`config.mk`:
```
export PLATFORM = sky130hd
export DESIGN_NAME = zs_pack_engine
export DESIGN_NICKNAME = d
export VERILOG_FILES = /design/src/rtl/zs_pkg.sv /design/src/rtl/zs_walk.sv /design/src/rtl/zs_merge.sv /design/src/rtl/zs_split.sv /design/src/rtl/zs_pack_engine.sv
export SDC_FILE = /design/constraint.sdc
export NUM_CORES = 1
export LEC_CHECK = 0
export CAP_MARGIN = 20
export CORE_AREA = 8 8 97 99
export CTS_BUF_LIST = sky130_fd_sc_hd__clkbuf_16
export CTS_CLUSTER_SIZE = 16
export DETAILED_ROUTE_END_ITERATION = 7
export DIE_AREA = 0 0 105 107
export DONT_BUFFER_PORTS = 1
export SLEW_MARGIN = 30
export SYNTH_ARGS = -nofsm -noshare
export SYNTH_HDL_FRONTEND = slang
export SYNTH_SLANG_ARGS = --single-unit
```
`constraint.sdc`:
```
create_clock -name clk -period 5 [get_ports clk]
set_input_delay 1.25 -clock clk [delete_from_list [all_inputs] [get_ports clk]]
set_output_delay 1.25 -clock clk [all_outputs]
set_load 0.03 [all_outputs]
```
`src/rtl/zs_pkg.sv`:
```
// Shared types and layout helpers for the depth-stencil stream engine.
// Assumes byte n of any word sits at bits 8n+7:8n.
package zs_pkg;

    localparam int PK_BYTES = 8;   // widest packed pixel
    localparam int DW_BYTES = 4;   // depth word width in bytes

    typedef enum logic [1:0] {
        ZS_D24    = 2'b00,
        ZS_F32    = 2'b01,
        ZS_S8     = 2'b10,
        ZS_S8_ALT = 2'b11
    } zs_fmt_e;

    // True when the format has no depth part.
    function automatic logic is_stencil_only(zs_fmt_e f);
        return f[1];
    endfunction

    // Number of depth bytes carried in a pixel.
    function automatic int depth_bytes(zs_fmt_e f);
        case (f)
            ZS_D24:  return 3;
            ZS_F32:  return 4;
            default: return 0;
        endcase
    endfunction

    // Byte lane of the packed pixel that holds the stencil value.
    function automatic int stencil_lane(zs_fmt_e f);
        case (f)
            ZS_D24:  return 3;
            ZS_F32:  return 4;
            default: return 0;
        endcase
    endfunction

endpackage

```
`src/rtl/zs_walk.sv`:
```
// Box walker: one counter per axis, column fastest, then row, then slice.
// Assumes every limit is at least 1. The counters are cleared on clear and
// advance on step; last is high while all axes sit at their final index.
module zs_walk #(
    parameter int DIM_W = 6,
    parameter int AXES  = 3
) (
    input  logic                        clk,
    input  logic                        rst_n,
    input  logic                        clear,
    input  logic                        step,
    input  logic [AXES-1:0][DIM_W-1:0]  lim,
    output logic [AXES-1:0][DIM_W-1:0]  pos,
    output logic                        last
);

    logic [AXES-1:0] at_end;
    logic [AXES-1:0] adv;

    generate
        for (genvar a = 0; a < AXES; a++) begin : g_axis
            logic [DIM_W-1:0] q;

            if (a == 0) begin : g_first
                assign adv[a] = step;
            end else begin : g_rest
                assign adv[a] = adv[a-1] & at_end[a-1];
            end

            assign at_end[a] = (q == lim[a] - DIM_W'(1));
            assign pos[a]    = q;

            // Axis counter: wraps to zero after its limit, carries upward.
            always_ff @(posedge clk) begin
                if (!rst_n)
                    q <= '0;
                else if (clear)
                    q <= '0;
                else if (adv[a])
                    q <= at_end[a] ? '0 : q + DIM_W'(1);
            end
        end
    endgenerate

    assign last = &at_end;

endmodule

```
`src/rtl/zs_merge.sv`:
```
// Merge path: builds one packed pixel from a depth word and a stencil byte.
// Purely combinational; unused lanes are zero.
module zs_merge
    import zs_pkg::*;
(
    input  zs_fmt_e                 fmt,
    input  logic [8*DW_BYTES-1:0]   dw,
    input  logic [7:0]              st,
    output logic [8*PK_BYTES-1:0]   pk
);

    // Place the used depth bytes, then drop the stencil into its lane.
    always_comb begin
        pk = '0;
        for (int b = 0; b < DW_BYTES; b++) begin
            if (b < depth_bytes(fmt))
                pk[8*b +: 8] = dw[8*b +: 8];
        end
        pk[8*stencil_lane(fmt) +: 8] = st;
    end

endmodule

```
`src/rtl/zs_split.sv`:
```
// Split path: pulls the depth bytes and stencil byte out of a packed pixel.
// Purely combinational; depth bytes not carried are zero and not enabled.
module zs_split
    import zs_pkg::*;
(
    input  zs_fmt_e                 fmt,
    input  logic [8*PK_BYTES-1:0]   pk,
    output logic [8*DW_BYTES-1:0]   dw,
    output logic [DW_BYTES-1:0]     be,
    output logic [7:0]              st
);

    // Copy the carried depth bytes with enables, fetch the stencil lane.
    always_comb begin
        dw = '0;
        be = '0;
        for (int b = 0; b < DW_BYTES; b++) begin
            if (b < depth_bytes(fmt)) begin
                dw[8*b +: 8] = pk[8*b +: 8];
                be[b]        = 1'b1;
            end
        end
        st = pk[8*stencil_lane(fmt) +: 8];
    end

endmodule

```
`src/rtl/zs_pack_engine.sv`:
```
// Depth-stencil pack/unpack stream engine (top).
// Latches the direction, format and box on start, then moves one pixel per
// joined transfer across the streams in use. There is no buffering: all
// handshakes of a pixel happen in the same cycle. Assumes box dims >= 1.
module zs_pack_engine
    import zs_pkg::*;
#(
    parameter int DIM_W = 6
) (
    input  logic             clk,
    input  logic             rst_n,
    input  logic             start,
    input  logic             dir_wr,
    input  logic [1:0]       mode,
    input  logic [DIM_W-1:0] box_w,
    input  logic [DIM_W-1:0] box_h,
    input  logic [DIM_W-1:0] box_d,
    output logic             busy,
    output logic             done,
    output logic [DIM_W-1:0] pix_col,
    output logic [DIM_W-1:0] pix_row,
    output logic [DIM_W-1:0] pix_slice,
    input  logic             dp_in_valid,
    output logic             dp_in_ready,
    input  logic [31:0]      dp_in_data,
    input  logic             st_in_valid,
    output logic             st_in_ready,
    input  logic [7:0]       st_in_data,
    output logic             pk_out_valid,
    input  logic             pk_out_ready,
    output logic [63:0]      pk_out_data,
    input  logic             pk_in_valid,
    output logic             pk_in_ready,
    input  logic [63:0]      pk_in_data,
    output logic             dp_out_valid,
    input  logic             dp_out_ready,
    output logic [31:0]      dp_out_data,
    output logic [3:0]       dp_out_be,
    output logic             st_out_valid,
    input  logic             st_out_ready,
    output logic [7:0]       st_out_data
);

    localparam int AXES = 3;

    logic                       busy_q;
    logic                       done_q;
    logic                       cfg_dir;
    zs_fmt_e                    cfg_fmt;
    logic [AXES-1:0][DIM_W-1:0] lim_q;
    logic [AXES-1:0][DIM_W-1:0] pos;
    logic                       last_pix;
    logic                       launch;
    logic                       s_only;
    logic                       rd_act;
    logic                       wr_act;
    logic                       dp_src_ok;
    logic                       dp_snk_ok;
    logic                       fire;

    assign launch = start & ~busy_q;

    // Configuration capture at the start of a job.
    always_ff @(posedge clk) begin
        if (!rst_n) begin
            cfg_dir <= 1'b0;
            cfg_fmt <= ZS_D24;
            lim_q   <= '0;
        end else if (launch) begin
            cfg_dir <= dir_wr;
            cfg_fmt <= zs_fmt_e'(mode);
            lim_q   <= {box_d, box_h, box_w};
        end
    end

    // Job state: busy from launch to last transfer, done one cycle after.
    always_ff @(posedge clk) begin
        if (!rst_n) begin
            busy_q <= 1'b0;
            done_q <= 1'b0;
        end else begin
            done_q <= fire & last_pix;
            if (launch)
                busy_q <= 1'b1;
            else if (fire & last_pix)
                busy_q <= 1'b0;
        end
    end

    assign s_only    = is_stencil_only(cfg_fmt);
    assign rd_act    = busy_q & ~cfg_dir;
    assign wr_act    = busy_q & cfg_dir;
    assign dp_src_ok = s_only | dp_in_valid;
    assign dp_snk_ok = s_only | dp_out_ready;

    // Merge join: each port sees the others' readiness.
    assign pk_out_valid = rd_act & dp_src_ok & st_in_valid;
    assign st_in_ready  = rd_act & dp_src_ok & pk_out_ready;
    assign dp_in_ready  = rd_act & ~s_only & st_in_valid & pk_out_ready;

    // Split fork: each port sees the others' readiness.
    assign pk_in_ready  = wr_act & dp_snk_ok & st_out_ready;
    assign st_out_valid = wr_act & dp_snk_ok & pk_in_valid;
    assign dp_out_valid = wr_act & ~s_only & st_out_ready & pk_in_valid;

    assign fire = (pk_out_valid & pk_out_ready) | (pk_in_valid & pk_in_ready);

    zs_walk #(.DIM_W(DIM_W), .AXES(AXES)) u_walk (
        .clk   (clk),
        .rst_n (rst_n),
        .clear (launch),
        .step  (fire),
        .lim   (lim_q),
        .pos   (pos),
        .last  (last_pix)
    );

    zs_merge u_merge (
        .fmt (cfg_fmt),
        .dw  (dp_in_data),
        .st  (st_in_data),
        .pk  (pk_out_data)
    );

    zs_split u_split (
        .fmt (cfg_fmt),
        .pk  (pk_in_data),
        .dw  (dp_out_data),
        .be  (dp_out_be),
        .st  (st_out_data)
    );

    assign busy      = busy_q;
    assign done      = done_q;
    assign pix_col   = pos[0];
    assign pix_row   = pos[1];
    assign pix_slice = pos[2];

endmodule

```
# --- Word level (Yosys, flattened, before mapping) ---
# Cells that the tools add are included.
# Widths: inputs -> output; s select.
totals:
  register_bits: 41
  output_inout_bits: 134
  word_cells: 78
classes:
  addsub: 7
  n_lt_le_gt_ge: 4
  eq_ne: 4
  shift: 3
  muxes: 19
  n_bitwise: 27
  n_reduce_logical: 4
op_table:
  columns: ["operator", "n"]
  rows:
  - ["$bwmux 64", 1]
  - ["$mux 8", 8]
  - ["$shift 8x33->64 const A", 1]
  - ["$shiftx 64x7->8", 1]
  - ["$shiftx 8x33->64", 1]
  - ["$neg 6->33", 1]
  - ["$and 1x1->1", 20]
  - ["$add 6x1->6 const B", 3]
  - ["$eq 6x6->1", 3]
  - ["$mux 6", 3]
  - ["$sub 6x1->6 const B", 3]
  - ["$lt 1x3->1 const A", 2]
  - ["$lt 2x3->1 const A", 2]
  - ["$mux 1", 6]
  - ["$pmux 3 s2", 1]
  - ["$not 1->1", 4]
  - ["$or 1x1->1", 3]
  - ["$reduce_and 3->1", 1]
  - ["$eq 2x1->1 const B", 1]
  - ["$logic_not 2->1", 1]
  - ["$reduce_bool 2->1", 1]
  - ["$reduce_or 2->1", 1]

# --- Depth between registers and ports, before layout ---
depth:
  word_depth: 9
  mapped_depth: 9
  ltp_nobuf: 8

# --- Modules after synthesis ---
# Synthesis repeated with hierarchy kept, for this count alone.
unflattened:
  cells_unflattened: 428
  hier_area_um2: 3494.6
modules_own_cells:
  columns: ["mod", "n_inst", "cells_each", "area_each_um2"]
  rows:
  - ["zs_walk", 1, 166, 1381.3]
  - ["zs_pack_engine", 1, 111, 1022.2]
  - ["zs_merge", 1, 85, 665.6]
  - ["zs_split", 1, 66, 425.4]

# --- Least setup slack after synthesis ---
# OpenSTA, ideal clock, no wires.
synth_path:
  path_type: "register to output"
  startpoint: "register cfg_fmt[0]"
  endpoint: "output pk_out_data[56]"
  arrival_ns: 2.609
  required_time_ns: 3.750
  path_slack_ns: 1.141
  stages_incl_launch_ff: 8
  path_buffers: 2
  cell_sequence: "dfxtp_1 > clkbuf_1 > nand2b_1 > clkinv_1 > clkbuf_1 > ha_1 > nor4b_1 > and2_1"
synth_via:
  elab_chain_len: 5
  word_cells_on_any_way: 7
synth_lines:
  columns: ["element", "line_no", "text"]
  rows:
  - ["start, declared", "zs_pack_engine.sv:49", "zs_fmt_e cfg_fmt;"]
  - ["start signal, assigned", "zs_pack_engine.sv:71", "cfg_fmt <= zs_fmt_e'(mode);"]
  - ["$eq 2x1->1 or $logic_not 2->1 (tied branches)", "zs_pkg.sv:31", "case (f)"]
  - ["$pmux 3 s2 (*)", "zs_pkg.sv:31", null]
  - ["$neg 6->33 (*)", "zs_merge.sv:19", "pk[8*stencil_lane(fmt) +: 8] = st;"]
  - ["$shiftx 8x33->64 or $shift 8x33->64 (tied branches)", "zs_merge.sv:19", null]
  - ["$bwmux 64 (*)", "zs_merge.sv:19", null]
  - ["end, declared", "zs_pack_engine.sv:31", "output logic [63:0] pk_out_data,"]
# Every way passes the cells marked *; elsewhere a longest branch is shown, timed or not.

# --- Final worst setup path ---
layout_path:
  startpoint: "register cfg_fmt[0]"
  endpoint: "output pk_out_data[28]"
layout_via:
  elab_chain_len: 5
  word_cells_on_any_way: 9
layout_lines:
  columns: ["element", "line_no"]
  rows:
  - ["$eq 2x1->1 or $logic_not 2->1 (tied branches)", "zs_pkg.sv:22, zs_pkg.sv:31"]
  - ["$pmux 3 s2 (*)", "zs_pkg.sv:22, zs_pkg.sv:31"]
  - ["$neg 6->33 or $lt 2x3->1 (tied branches)", "zs_merge.sv:19, zs_merge.sv:16"]
  - ["$shiftx 8x33->64 (tied with other cells)", "zs_merge.sv:19"]
  - ["$bwmux 64 (*)", "zs_merge.sv:19"]
# Marked as above.

==> run metrics <==
dominant cell type by area after synthesis=dfxtp_1; Clock power frac=approximately 33%; Row Count=33; first-pass GRT wire length=about 18 mm; Num CTS Buffers=5; pre-CTS WS=about 1.1 ns; TritonCTS clock tree=built; CP arrival=roughly 3.0 ns; initial antenna violation count=0; CP Launch Type=register; Req. time, crit path=between 3 and 4 ns; P_sw=~0.0004 W; synth cell count leaders=59 x nand2_1, 46 x nor2b_1, 41 x dfxtp_1, 27 x and2_1, 23 x nor2_1; Chip Height=107 um; grt ovf=0; Final Util=a little over two fifths; antenna cells=0; initial drt markers=roughly 240; Post-synth EDFFs=0; worst skew pair latency=0.28 ns; gpl congestion=0.787; VDD IR max=~0.00016 V; WL final=12.0 mm; share of layout cells above drive strength 1=roughly 6.0%; setup TNS=0 ns; Slew Limit Fails=0; ys flop type=dfxtp_1; Initial Util=between 40% and 50%; Synth Register Bits=just over 40; synthesized area=roughly 3200 sq um; Reg clk slew, reported paths=0.06 ns; Int Pwr=0.000597 W; post-synth top area share=about a quarter; fin crit period=approximately 4.2 ns; synth top area cells=dfxtp_1 25%, nor2b_1 8.9%, nand2_1 6.9%; DR vias=between 2000 and 3000; Avg Cell Area, Syn=approximately 7.6 sq um; asr flop ratio synth=0%; Comb pwr share=a little under a third; Port Buf Inserts=0; hold crit path type=reg -> reg; Relative slew margins=37.4%; Root Driver=clkbuf_16; NumNets Final=between 500 and 600; residual DRC count=0; # clock sinks=slightly above 40; status=finished, final reports clean; Hold-fix buffers, CTS=0; RSZ-0062 raised after global routing=false; GRT Total Usage=about a fifth; largest net degree at the start of global routing=35; CP Max Fanout=17; maxcap violations=0; Ys Warns=0; Std-Cell Core Area=approximately 8000 sq um; Die W=about 110 um; Final setup viols=0; Fin. Hold Viols=0; vias in the first global route=2881; vias per cell=around 5.6; power per cell area=289 nW/um^2; sequential share of the synthesized area=between 20% and 30%; post-DP HPWL=about 10 mm; switching part of the total=roughly 40%; most common cell in the netlist=nand2_1; Layout area overhead=6.05%; Avg WL per Cell=between 20 and 25 um; Setup Buffers After CTS=0; Static Leak=around 1.3 nW; setup slack after layout=approximately 0.77 ns; part of the power in registers=between 30 and 40%; Post-Syn Instances=around 430; Slew @ Worst Pin=0.929 ns; skew final=about 0.004 ns; Final ANT Viol Nets=0; DIE AREA=around 11000 sq um; first drt pass iteration count=4; htree depth=2; Tcrit/Tclk final=84.5%; synth unique cells=51; CP endpoint kind=output port; Post-CTS Resized=0; Max Clk Rate=~0.24 GHz; WS Path Type=reg -> out; IO Pins=~270; Bufs on Longest Clock Path=2
-- metal layers --
metal	GRT usage (%)	up-vias	share of wire, %
met5	0	-	0
met4	1.63	0	0.15
met3	14.9	2	17
met2	31.3	162	46
met1	22.0	1391	37
li1	-	1411	-
-- area by class of cell --
| type | count | area [sq um] |
|---|---|---|
| Clock inverter | 3 | 21.3 |
| Multi-Input combinational cell | 350 | 2220 |
| Sequential cell | 41 | 821 |
| Fill cell | 810 | 4500 |
| Tap cell | 105 | 131 |
| Inverter | 13 | 48.8 |
| Clock buffer | 5 | 125 |
| Timing Repair Buffer | 8 | 60.1 |
-- state kept, by name (all words and copies together) (netlist names) --
| signal | count |
|---|---|
| lim_q | 18 |
| done | 1 |
| u_walk.g_axis.q | 18 |
| cfg_dir | 1 |
| cfg_fmt | 2 |
| busy | 1 |
-- power groups by stage --
stage	sequential, W	clock, W	combinational, W
after floorplan	0.000355	0	0.000285
after global placement	0.000361	0	0.000308
after detailed placement	0.000361	0	0.000311
after CTS	0.000354	0.000336	0.000312
after global routing	0.000356	0.000351	0.000334
final	0.000354	0.000325	0.000311
-- placed cells by master, fill, tap and decap left out, types with 9 or more instances in the layout --
cell type / count
a22o_1: 16
dfxtp_1: 41
nor2b_1: 46
xor2_1: 10
xnor2_1: 18
conb_1: 16
o21ai_0: 10
and2_1: 27
nor2_1: 23
ha_1: 9
a21boi_0: 21
inv_1: 12
mux2i_1: 11
a21oi_1: 10
nand2_1: 59
-- logic make-up (layout without fill, tap and decap cells) --
logic type / count (synthesis) / in the layout / synth area share (%)
AOI/OAI and AO/OA: 81 / 81 / 18.1
xor gates and xnor gates: 28 / 28 / 7.60
adders and majority gates: 9 / 9 / 3.49
buffers and inverters: 49 / 29 / 7.75
DFF: 41 / 41 / 25.4
muxes: 11 / 11 / 3.41
other: 1 / 16 / 0.116
and+or+nand+nor: 205 / 205 / 34.1
-- final timing paths --
path / start / end / slack [ns] / cells past startpoint
setup / recovery: cfg_fmt[0] / pk_out_data[28] / 0.77 / 5
hold / removal: lim_q[11] / lim_q[11] / 0.48 / 2
setup reg to reg: lim_q[0] / u_walk.g_axis[1].q[5] / 2.28 / 8
hold reg to reg: lim_q[11] / lim_q[11] / 0.48 / 2
-- per-stage QoR --
step	total power, W	hold WS (ns)	cells	instance area (sq um)
global route	0.00104	0.519	525	3420
global placement	0.000668	0.467	517	3270
detailed placement	0.000672	0.481	517	3280
finish	0.000990	0.484	525	3420
floorplan	0.000640	0.455	440	3280
CTS	0.00100	0.491	525	3420
-- critical path, cell delays in order (launching register included) --
cell and delay [ns]:
dfxtp_1 0.68, nand2b_1 0.20, ha_1 0.44, inv_1 0.52, and3_1 0.44, a22o_1 0.41
No activity file was read; power rests on OpenSTA's default activity.
